--- config.mk ---
export PLATFORM = sky130hd
export DESIGN_NAME = dbg_break_unit
export DESIGN_NICKNAME = d
export VERILOG_FILES = /design/src/rtl/dbg_bp_pkg.sv /design/src/rtl/dbg_bp_regs.sv /design/src/rtl/dbg_bp_detect.sv /design/src/rtl/dbg_bp_status.sv /design/src/rtl/dbg_break_unit.sv
export SDC_FILE = /design/constraint.sdc
export NUM_CORES = 1
export LEC_CHECK = 0
export ABC_AREA = 1
export BUFFER_PORTS_ARGS = -buffer_cell sky130_fd_sc_hd__buf_2
export CORE_ASPECT_RATIO = 0.75
export CORE_UTILIZATION = 51
export DETAILED_ROUTE_END_ITERATION = 10
export PLACE_DENSITY_LB_ADDON = 0.15
export SLEW_MARGIN = 30
export SYNTH_ARGS = -nofsm -noshare
export SYNTH_HDL_FRONTEND = slang
export SYNTH_SLANG_ARGS = --single-unit
--- constraint.sdc ---
create_clock -name clk -period 3.3 [get_ports clk]
set_clock_uncertainty 0.1 [all_clocks]
set_input_delay 0.33 -clock clk [delete_from_list [all_inputs] [get_ports clk]]
set_output_delay 0.33 -clock clk [all_outputs]
set_load 0.01 [all_outputs]
--- src/rtl/dbg_bp_pkg.sv ---
package dbg_bp_pkg;

  typedef enum logic [1:0] {
    SEL_CTRL = 2'd0,
    SEL_UBP  = 2'd1,
    SEL_CBP  = 2'd2,
    SEL_STAT = 2'd3
  } reg_sel_e;

  localparam int EN_W    = 6;
  localparam int EN_UPC  = 5;
  localparam int EN_CHAN = 4;
  localparam int LAT_W   = 4;
  localparam int STAT_W  = 5;
  localparam int STAT_LO = 3;

  typedef struct packed {
    logic upc;
    logic chan;
    logic svc;
  } cause_t;

endpackage

--- src/rtl/dbg_bp_regs.sv ---
module dbg_bp_regs
  import dbg_bp_pkg::*;
#(
  parameter int DW    = 16,
  parameter int UPC_W = 10,
  parameter int CH_W  = 4
) (
  input  logic              clk,
  input  logic              rst_n,
  input  logic              reg_wr,
  input  logic [1:0]        reg_sel,
  input  logic [DW-1:0]     reg_wdata,
  input  logic [STAT_W-1:0] stat_flags,
  output logic [EN_W-1:0]   ctrl_q,
  output logic [UPC_W-1:0]  ubp_q,
  output logic [CH_W-1:0]   cbp_q,
  output logic [DW-1:0]     reg_rdata
);

  reg_sel_e        sel;
  logic            ctrl_en, ubp_en, cbp_en;
  logic [EN_W-1:0] ctrl_d;
  logic [UPC_W-1:0] ubp_d;
  logic [CH_W-1:0] cbp_d;

  always_comb begin
    sel     = reg_sel_e'(reg_sel);
    ctrl_en = reg_wr && (sel == SEL_CTRL);
    ubp_en  = reg_wr && (sel == SEL_UBP);
    cbp_en  = reg_wr && (sel == SEL_CBP);
    ctrl_d  = reg_wdata[EN_W-1:0];
    ubp_d   = reg_wdata[UPC_W-1:0];
    cbp_d   = reg_wdata[CH_W-1:0];
  end

  always_ff @(posedge clk or negedge rst_n) begin
    if (!rst_n) begin
      ctrl_q <= '0;
      ubp_q  <= '0;
      cbp_q  <= '0;
    end else begin
      if (ctrl_en) ctrl_q <= ctrl_d;
      if (ubp_en)  ubp_q  <= ubp_d;
      if (cbp_en)  cbp_q  <= cbp_d;
    end
  end

  always_comb begin
    reg_rdata = '0;
    case (sel)
      SEL_CTRL: reg_rdata[EN_W-1:0]  = ctrl_q;
      SEL_UBP:  reg_rdata[UPC_W-1:0] = ubp_q;
      SEL_CBP:  reg_rdata[CH_W-1:0]  = cbp_q;
      default:  reg_rdata[STAT_LO +: STAT_W] = stat_flags;
    endcase
  end

  logic unused_wdata;
  assign unused_wdata = ^reg_wdata;


  stat_wr_inert_chk: assert property (@(posedge clk) disable iff (!rst_n)
    (reg_wr && reg_sel == 2'd3) |=> ($stable(ctrl_q) && $stable(ubp_q) && $stable(cbp_q)));

endmodule

--- src/rtl/dbg_bp_detect.sv ---
module dbg_bp_detect
  import dbg_bp_pkg::*;
#(
  parameter int UPC_W = 10,
  parameter int CH_W  = 4
) (
  input  logic [EN_W-1:0]  ctrl_q,
  input  logic [UPC_W-1:0] ubp_q,
  input  logic [CH_W-1:0]  cbp_q,
  input  logic             state_start,
  input  logic [UPC_W-1:0] seq_upc,
  input  logic [CH_W-1:0]  seq_chan,
  input  logic             chan_wr,
  input  logic [CH_W-1:0]  chan_wdata,
  input  logic [LAT_W-1:0] svc_lat,
  output cause_t           hits
);

  logic [LAT_W-1:0] lat_hit;

  // one enable/latch pair per service source
  for (genvar g = 0; g < LAT_W; g++) begin : g_lat
    assign lat_hit[g] = state_start && ctrl_q[g] && svc_lat[g];
  end

  always_comb begin
    hits.upc  = state_start && ctrl_q[EN_UPC] && (seq_upc == ubp_q);
    hits.chan = ctrl_q[EN_CHAN] &&
                ((state_start && (seq_chan == cbp_q)) ||
                 (chan_wr && (chan_wdata == cbp_q)));
    hits.svc  = |lat_hit;
  end

endmodule

--- src/rtl/dbg_bp_status.sv ---
module dbg_bp_status
  import dbg_bp_pkg::*;
(
  input  logic   clk,
  input  logic   rst_n,
  input  cause_t hits,
  input  logic   bkpt_ack,
  input  logic   freeze,
  output logic   bkpt_q,
  output cause_t cause_q,
  output logic   frz_q
);

  logic   bkpt_d;
  cause_t cause_d;
  logic   flag_en;
  logic   any_hit;

  always_comb begin
    any_hit = hits.upc | hits.chan | hits.svc;
    flag_en = freeze | (bkpt_q & bkpt_ack) | (~bkpt_q & any_hit);
    bkpt_d  = bkpt_q;
    cause_d = cause_q;
    if (freeze) begin
      bkpt_d  = 1'b0;
      cause_d = '0;
    end else if (bkpt_q) begin
      if (bkpt_ack) begin
        bkpt_d  = 1'b0;
        cause_d = '0;
      end
    end else if (any_hit) begin
      bkpt_d  = 1'b1;
      cause_d = hits;
    end
  end

  always_ff @(posedge clk or negedge rst_n) begin
    if (!rst_n) begin
      bkpt_q  <= 1'b0;
      cause_q <= '0;
      frz_q   <= 1'b0;
    end else begin
      frz_q <= freeze;
      if (flag_en) begin
        bkpt_q  <= bkpt_d;
        cause_q <= cause_d;
      end
    end
  end


  bkpt_hold_chk: assert property (@(posedge clk) disable iff (!rst_n)
    (bkpt_q && !bkpt_ack && !freeze) |=> (bkpt_q && $stable(cause_q)));


  bkpt_release_chk: assert property (@(posedge clk) disable iff (!rst_n)
    (bkpt_q && bkpt_ack) |=> (!bkpt_q && cause_q == '0));


  cause_with_bkpt_chk: assert property (@(posedge clk) disable iff (!rst_n)
    ($rose(cause_q.upc) || $rose(cause_q.chan) || $rose(cause_q.svc)) |-> $rose(bkpt_q));

endmodule

--- src/rtl/dbg_break_unit.sv ---
module dbg_break_unit
  import dbg_bp_pkg::*;
#(
  parameter int DW    = 16,
  parameter int UPC_W = 10,
  parameter int CH_W  = 4
) (
  input  logic             clk,
  input  logic             rst_n,
  input  logic             reg_wr,
  input  logic [1:0]       reg_sel,
  input  logic [DW-1:0]    reg_wdata,
  output logic [DW-1:0]    reg_rdata,
  input  logic             state_start,
  input  logic [UPC_W-1:0] seq_upc,
  input  logic [CH_W-1:0]  seq_chan,
  input  logic             chan_wr,
  input  logic [CH_W-1:0]  chan_wdata,
  input  logic [3:0]       svc_lat,
  input  logic             bkpt_ack,
  input  logic             freeze,
  output logic             bkpt_out,
  output logic             halt_req
);

  logic [EN_W-1:0]   ctrl_q;
  logic [UPC_W-1:0]  ubp_q;
  logic [CH_W-1:0]   cbp_q;
  cause_t            hits;
  cause_t            cause_q;
  logic              bkpt_q;
  logic              frz_q;
  logic [STAT_W-1:0] stat_flags;

  assign stat_flags = {bkpt_q, cause_q.upc, cause_q.chan, cause_q.svc, frz_q};

  dbg_bp_regs #(.DW(DW), .UPC_W(UPC_W), .CH_W(CH_W)) u_regs (
    .clk        (clk),
    .rst_n      (rst_n),
    .reg_wr     (reg_wr),
    .reg_sel    (reg_sel),
    .reg_wdata  (reg_wdata),
    .stat_flags (stat_flags),
    .ctrl_q     (ctrl_q),
    .ubp_q      (ubp_q),
    .cbp_q      (cbp_q),
    .reg_rdata  (reg_rdata)
  );

  dbg_bp_detect #(.UPC_W(UPC_W), .CH_W(CH_W)) u_detect (
    .ctrl_q      (ctrl_q),
    .ubp_q       (ubp_q),
    .cbp_q       (cbp_q),
    .state_start (state_start),
    .seq_upc     (seq_upc),
    .seq_chan    (seq_chan),
    .chan_wr     (chan_wr),
    .chan_wdata  (chan_wdata),
    .svc_lat     (svc_lat),
    .hits        (hits)
  );

  dbg_bp_status u_status (
    .clk      (clk),
    .rst_n    (rst_n),
    .hits     (hits),
    .bkpt_ack (bkpt_ack),
    .freeze   (freeze),
    .bkpt_q   (bkpt_q),
    .cause_q  (cause_q),
    .frz_q    (frz_q)
  );

  assign bkpt_out = bkpt_q;
  assign halt_req = bkpt_q | frz_q;


  upc_needs_en_chk: assert property (@(posedge clk) disable iff (!rst_n)
    $rose(cause_q.upc) |-> $past(ctrl_q[EN_UPC]));


  chan_needs_en_chk: assert property (@(posedge clk) disable iff (!rst_n)
    $rose(cause_q.chan) |-> $past(ctrl_q[EN_CHAN]));


  freeze_halt_chk: assert property (@(posedge clk) disable iff (!rst_n)
    freeze |=> (halt_req && !bkpt_out && cause_q == '0));

endmodule

Yosys cells after proc, flatten, opt, wreduce, memory -nomap -nowiden
Cells that the tools add are included.

Muxes and demuxes: 13. Reduce and logical (&&, ||, !) cells: 22. Equality and inequality tests: 6. Bitwise operators: 8.

Operator list (number): $logic_and 1x1->1 (16); $mux 3 (4); $eq 10x10->1 (1); $pmux 3 s3 (1); $eq 4x4->1 (2); $pmux 2 s3 (1); $or 1x1->1 (5); $mux 1 (4); $pmux 2 s2 (1); $reduce_or 4->1 (1); $ne 3x3->1 const B (1); $pmux 1 s3 (1); $reduce_and 3->1 (1); $reduce_bool 3->1 (1); $and 1x1->1 (2); $eq 2x1->1 const B (1); $eq 2x2->1 const B (1); $logic_not 2->1 (1); $mux 2 (1); $reduce_or 2->1 (1); $logic_or 1x1->1 (1); $not 1->1 (1).

Bits of input ports: 47. Word-level logic and storage cells: 57. Flip-flop bits (word level): 25.

Depth between registers and ports, before layout
Depth after elaboration: 9. Gate-level depth with buffers: 11. Mapped depth without buffers: 11.

Modules after synthesis
A second synthesis with hierarchy kept.

Cells, all modules: 243. Area, all modules: 1579.0 um2.

Modules (own cells, without submodules): dbg_bp_regs (cells each 139, seq. area each 500.5 um2, times used 1, area each 1014.7 um2); dbg_bp_detect (cells each 78, seq. area each 0.0 um2, times used 1, area each 340.3 um2); dbg_bp_status (cells each 23, seq. area each 125.1 um2, times used 1, area each 212.7 um2); dbg_break_unit (cells each 3, seq. area each 0.0 um2, times used 1, area each 11.3 um2).

Worst setup path after synthesis
No wires, ideal clock.

Kind: input-to-output. From: input reg_sel[0]. To: output reg_rdata[6]. Stages: 4. Data required time: 2870 ps. Slack: 1998 ps. Path buffers: 0. Data arrival time: 872 ps. Cells stage by stage: inv_2 > nor2_2 > inv_2 > o21ai_0.

Word-level cells in the longest chain between the ends: 3. Elaborated cells between the ends (all ways): 5. Classes of those cells: eq/ne: 2; mux: 1; reduce/logical: 2.

Ends and longest elaborated chain: from (decl) (line dbg_break_unit.sv:11) `input logic [1:0] reg_sel,`; $eq 2x2->1 or $logic_not 2->1 (tied branches) (line dbg_bp_regs.sv:50) `case (sel)`; $reduce_or 2->1 (no line); $pmux 2 s2 (*) (line dbg_bp_regs.sv:50); to (decl) (line dbg_break_unit.sv:13) `output logic [DW-1:0] reg_rdata,`.

Every way passes the cells marked *; elsewhere a longest branch is shown, timed or not.

Worst setup path after layout
From: register u_regs.cbp_q[3]. To: output reg_rdata[3].

Word-level cells in the longest chain between the ends: 1.

Ends and longest elaborated chain: from (decl) (line dbg_bp_regs.sv:16) `output logic [CH_W-1:0] cbp_q,`; from (signal assigned) (line dbg_bp_regs.sv:44) `if (cbp_en) cbp_q <= cbp_d;`; $pmux 1 s3 (line dbg_bp_regs.sv:50).

No other way between the ends.

==> results.py <==
metrics = {
    "sta": {
        "final-hold-violation-count": 0,
        "finalHoldWorstSlack_ps": 103,
        "max_slew_margin": 0.570,
        "setup_viol": 0,
        "fmax_ghz": 0.568,
        "rsz0062_at_grt": "no",
        "fin_crit_sh": 0.533,
        "setup_tns_ps": 0,
        "period_needed_ps": 1760,
        "worst_pin_slew_ps": 644,
        "maxSlewViolCount": 0,
    },
    "cells_and_area": {
        "fin_nets": 321,
        "stdcell_count": 309,
        "diodes": 0,
        "syn2layout_area_growth_pct": 21.3,
        "drive_gt1_frac": 0.275,
        "multi_input_area_um2": 709,
        "final_cell_mix": "nand2_1 (74), buf_2 (52), inv_1 (31)",
        "n_fill_cell": 249,
        "final_common_cell": "nand2_1",
        "regArea_um2": 626,
    },
    "placed_design": {
        "dp_cells": 304,
        "dp_hpwl_um": 2790,
        "io_buffers": 52,
        "gp_congestion": 0.872,
    },
    "synthesis": {
        "seq_area_frac_synth": 0.411,
        "yosysTopAreaCellShare": 0.411,
        "syn_inst": 220,
        "yosysTopAreaCell": "dfrtp_1",
        "yosys_warnings": 0,
        "synth_cell_types": 22,
        "ys_ff_latch": 25,
        "syn-cell-area_mm2": 0.00152,
        "postSynthAreaPerCell_um2": 6.92,
        "yosys-top-cells-area": "dfrtp_1 (41%), nand2_1 (18%), inv_1 (7.6%)",
    },
    "job": {
        "max-cap-violations": 0,
    },
    "clock_tree": {
        "postCtsSetupBuffers": 0,
        "cts_sinks": 25,
        "clockBufferDepth": 2,
        "clock_latency_ps": 270,
        "clkTransAtPathRegs_ps": 90,
        "numCtsBuffers": 3,
        "cts-resized-gates": 0,
        "cts_max_level": 1,
        "cts_root_buffer": "clkbuf_8",
        "cts_tree": "built",
    },
    "setup_path": {
        "timing.rr.start": "u_regs.ubp_q[2]",
        "cp.arrival_ps": 1330,
        "r2r_slack_ps": 1800,
        "r2r-end": "u_status.cause_q[0]",
        "reg2reg_depth": 8,
        "worstSetupStartpointType": "flop",
        "cp_max_fo": 5,
        "critPathLaunch": "u_regs.cbp_q[3]",
        "endpoint_kind": "output pin",
        "criticalPathCategory": "reg -> out",
        "cp-endpoint": "reg_rdata[3]",
        "crit_required_ps": 2870,
    },
    "drt": {
        "vias": 1493,
        "ant_nets": 0,
        "drc": 0,
        "wl_per_cell_um": 10.9,
        "first_pass_iters": 4,
        "wl_um": 3370,
        "viasPerCell": 4.83,
        "drt_first_iter_violations": 54,
    },
    "power_and_ir_drop": {
        "seqPwrFrac": 0.494,
        "clkPwrFrac": 0.232,
        "power_density_mw_per_mm2": 432,
        "p_sw_uw": 266,
        "sw_frac_of_total": 0.333,
        "p_leak_uw": 0.00109,
        "peakVddDrop_mv": 0.310,
        "p_int_uw": 531,
        "p_comb_frac": 0.274,
        "power_uw": 797,
    },
    "grt": {
        "grt_use_total": 0.235,
        "grt_pass1_vias": 1321,
        "grt_antenna_before_repair": 0,
        "grt_overflow": 0,
        "grt_pass1_wl_um": 5760,
        "grt_max_degree": 26,
    },
    "floorplanning": {
        "pin_count": 65,
        "dieHeight_um": 49.3,
        "die_w_um": 65.1,
        "die_area_mm2": 0.00321,
        "core_mm2": 0.00272,
        "rows": 16,
        "start_util": 0.559,
    },
    "hold_path": {
        "hp-start": "freeze",
        "hp-class": "in -> reg",
    },
    "run_status": {
        "outcome": "completed",
    },
}
-- layout make-up --
type | instances | area share
Clock buffer | 3 | 0.0224
Clock inverter | 1 | 0.00474
Inverter | 39 | 0.0793
Multi-Input combinational cell | 152 | 0.384
Sequential cell | 25 | 0.339
Tap cell | 36 | 0.0244
Timing Repair Buffer | 53 | 0.146
-- synth_stat cells (all sizes together) --
library cell   n
nand2         75
o22ai          1
nand4          2
a221oi         1
xor2           1
xnor2          4
o211ai         4
nor2          19
buf            9
inv           39
conb           1
dfrtp         25
o21ai         21
a22o           2
nand3         10
a21oi          6
-- power groups by stage --
stage	Sequential (uW)	Clock (uW)	Combinational (uW)
6_report	394	185	218
5_1_grt	399	208	252
4_1_cts	393	190	221
3_5_place_dp	399	0	219
3_3_place_gp	398	0	213
2_1_floorplan	387	0	151
-- through the flow --
step	worst slack, ps	utilization	area [um2]
CTS	1530	0.678	1850
global route	1480	0.678	1850
global placement	1560	0.656	1790
floorplan	2000	-	1540
finish	1540	0.678	1850
detailed placement	1570	0.656	1790
-- repair_timing --
action                                  CTS  global route
endpoints found under the hold margin    25             0
hold buffers                              1             0
endpoints found under the setup margin    0             0
-- kinds of logic (layout without fill, tap and decap cells) --
family,count (synthesis),count (layout),synth area share
AOI/OAI and AO/OA,35,35,0.131
and+or+nand+nor,106,106,0.291
other,1,6,0.00246
buffers and inverters,48,96,0.136
DFF,25,25,0.411
xor gates and xnor gates,5,5,0.0288
-- state kept, by name, indices dropped and copies added (netlist names) --
register / cells
u_status.frz_q: 1
u_regs.ctrl_q: 6
u_status.cause_q: 3
u_regs.ubp_q: 10
u_regs.cbp_q: 4
u_status.bkpt_q: 1
-- critical path, cell delays in order, from the launching register on --
cell      delay, ps
dfrtp_1         440
a221oi_1        370
o21ai_1         100
buf_2           150
-- routing by layer --
layer  part of all wire  global-route usage  vias up
met4             0.0056              0.0435        0
met5                  0                   0        -
met3              0.069              0.0444        2
met2               0.45               0.359       47
li1                   -                   -      780
met1               0.48               0.349      664
-- worst min-delay path by stage --
stage                     slack (ps)  depth (start not counted)              end
after floorplan                  -70                          0  u_regs.cbp_q[0]
after global placement           250                          1   u_status.frz_q
after detailed placement         250                          1  u_regs.cbp_q[1]
after CTS                        100                          1   u_status.frz_q
after global routing             100                          1   u_status.frz_q
final                            100                          1   u_status.frz_q
Note: power is estimated with default switching activity, not from simulation.
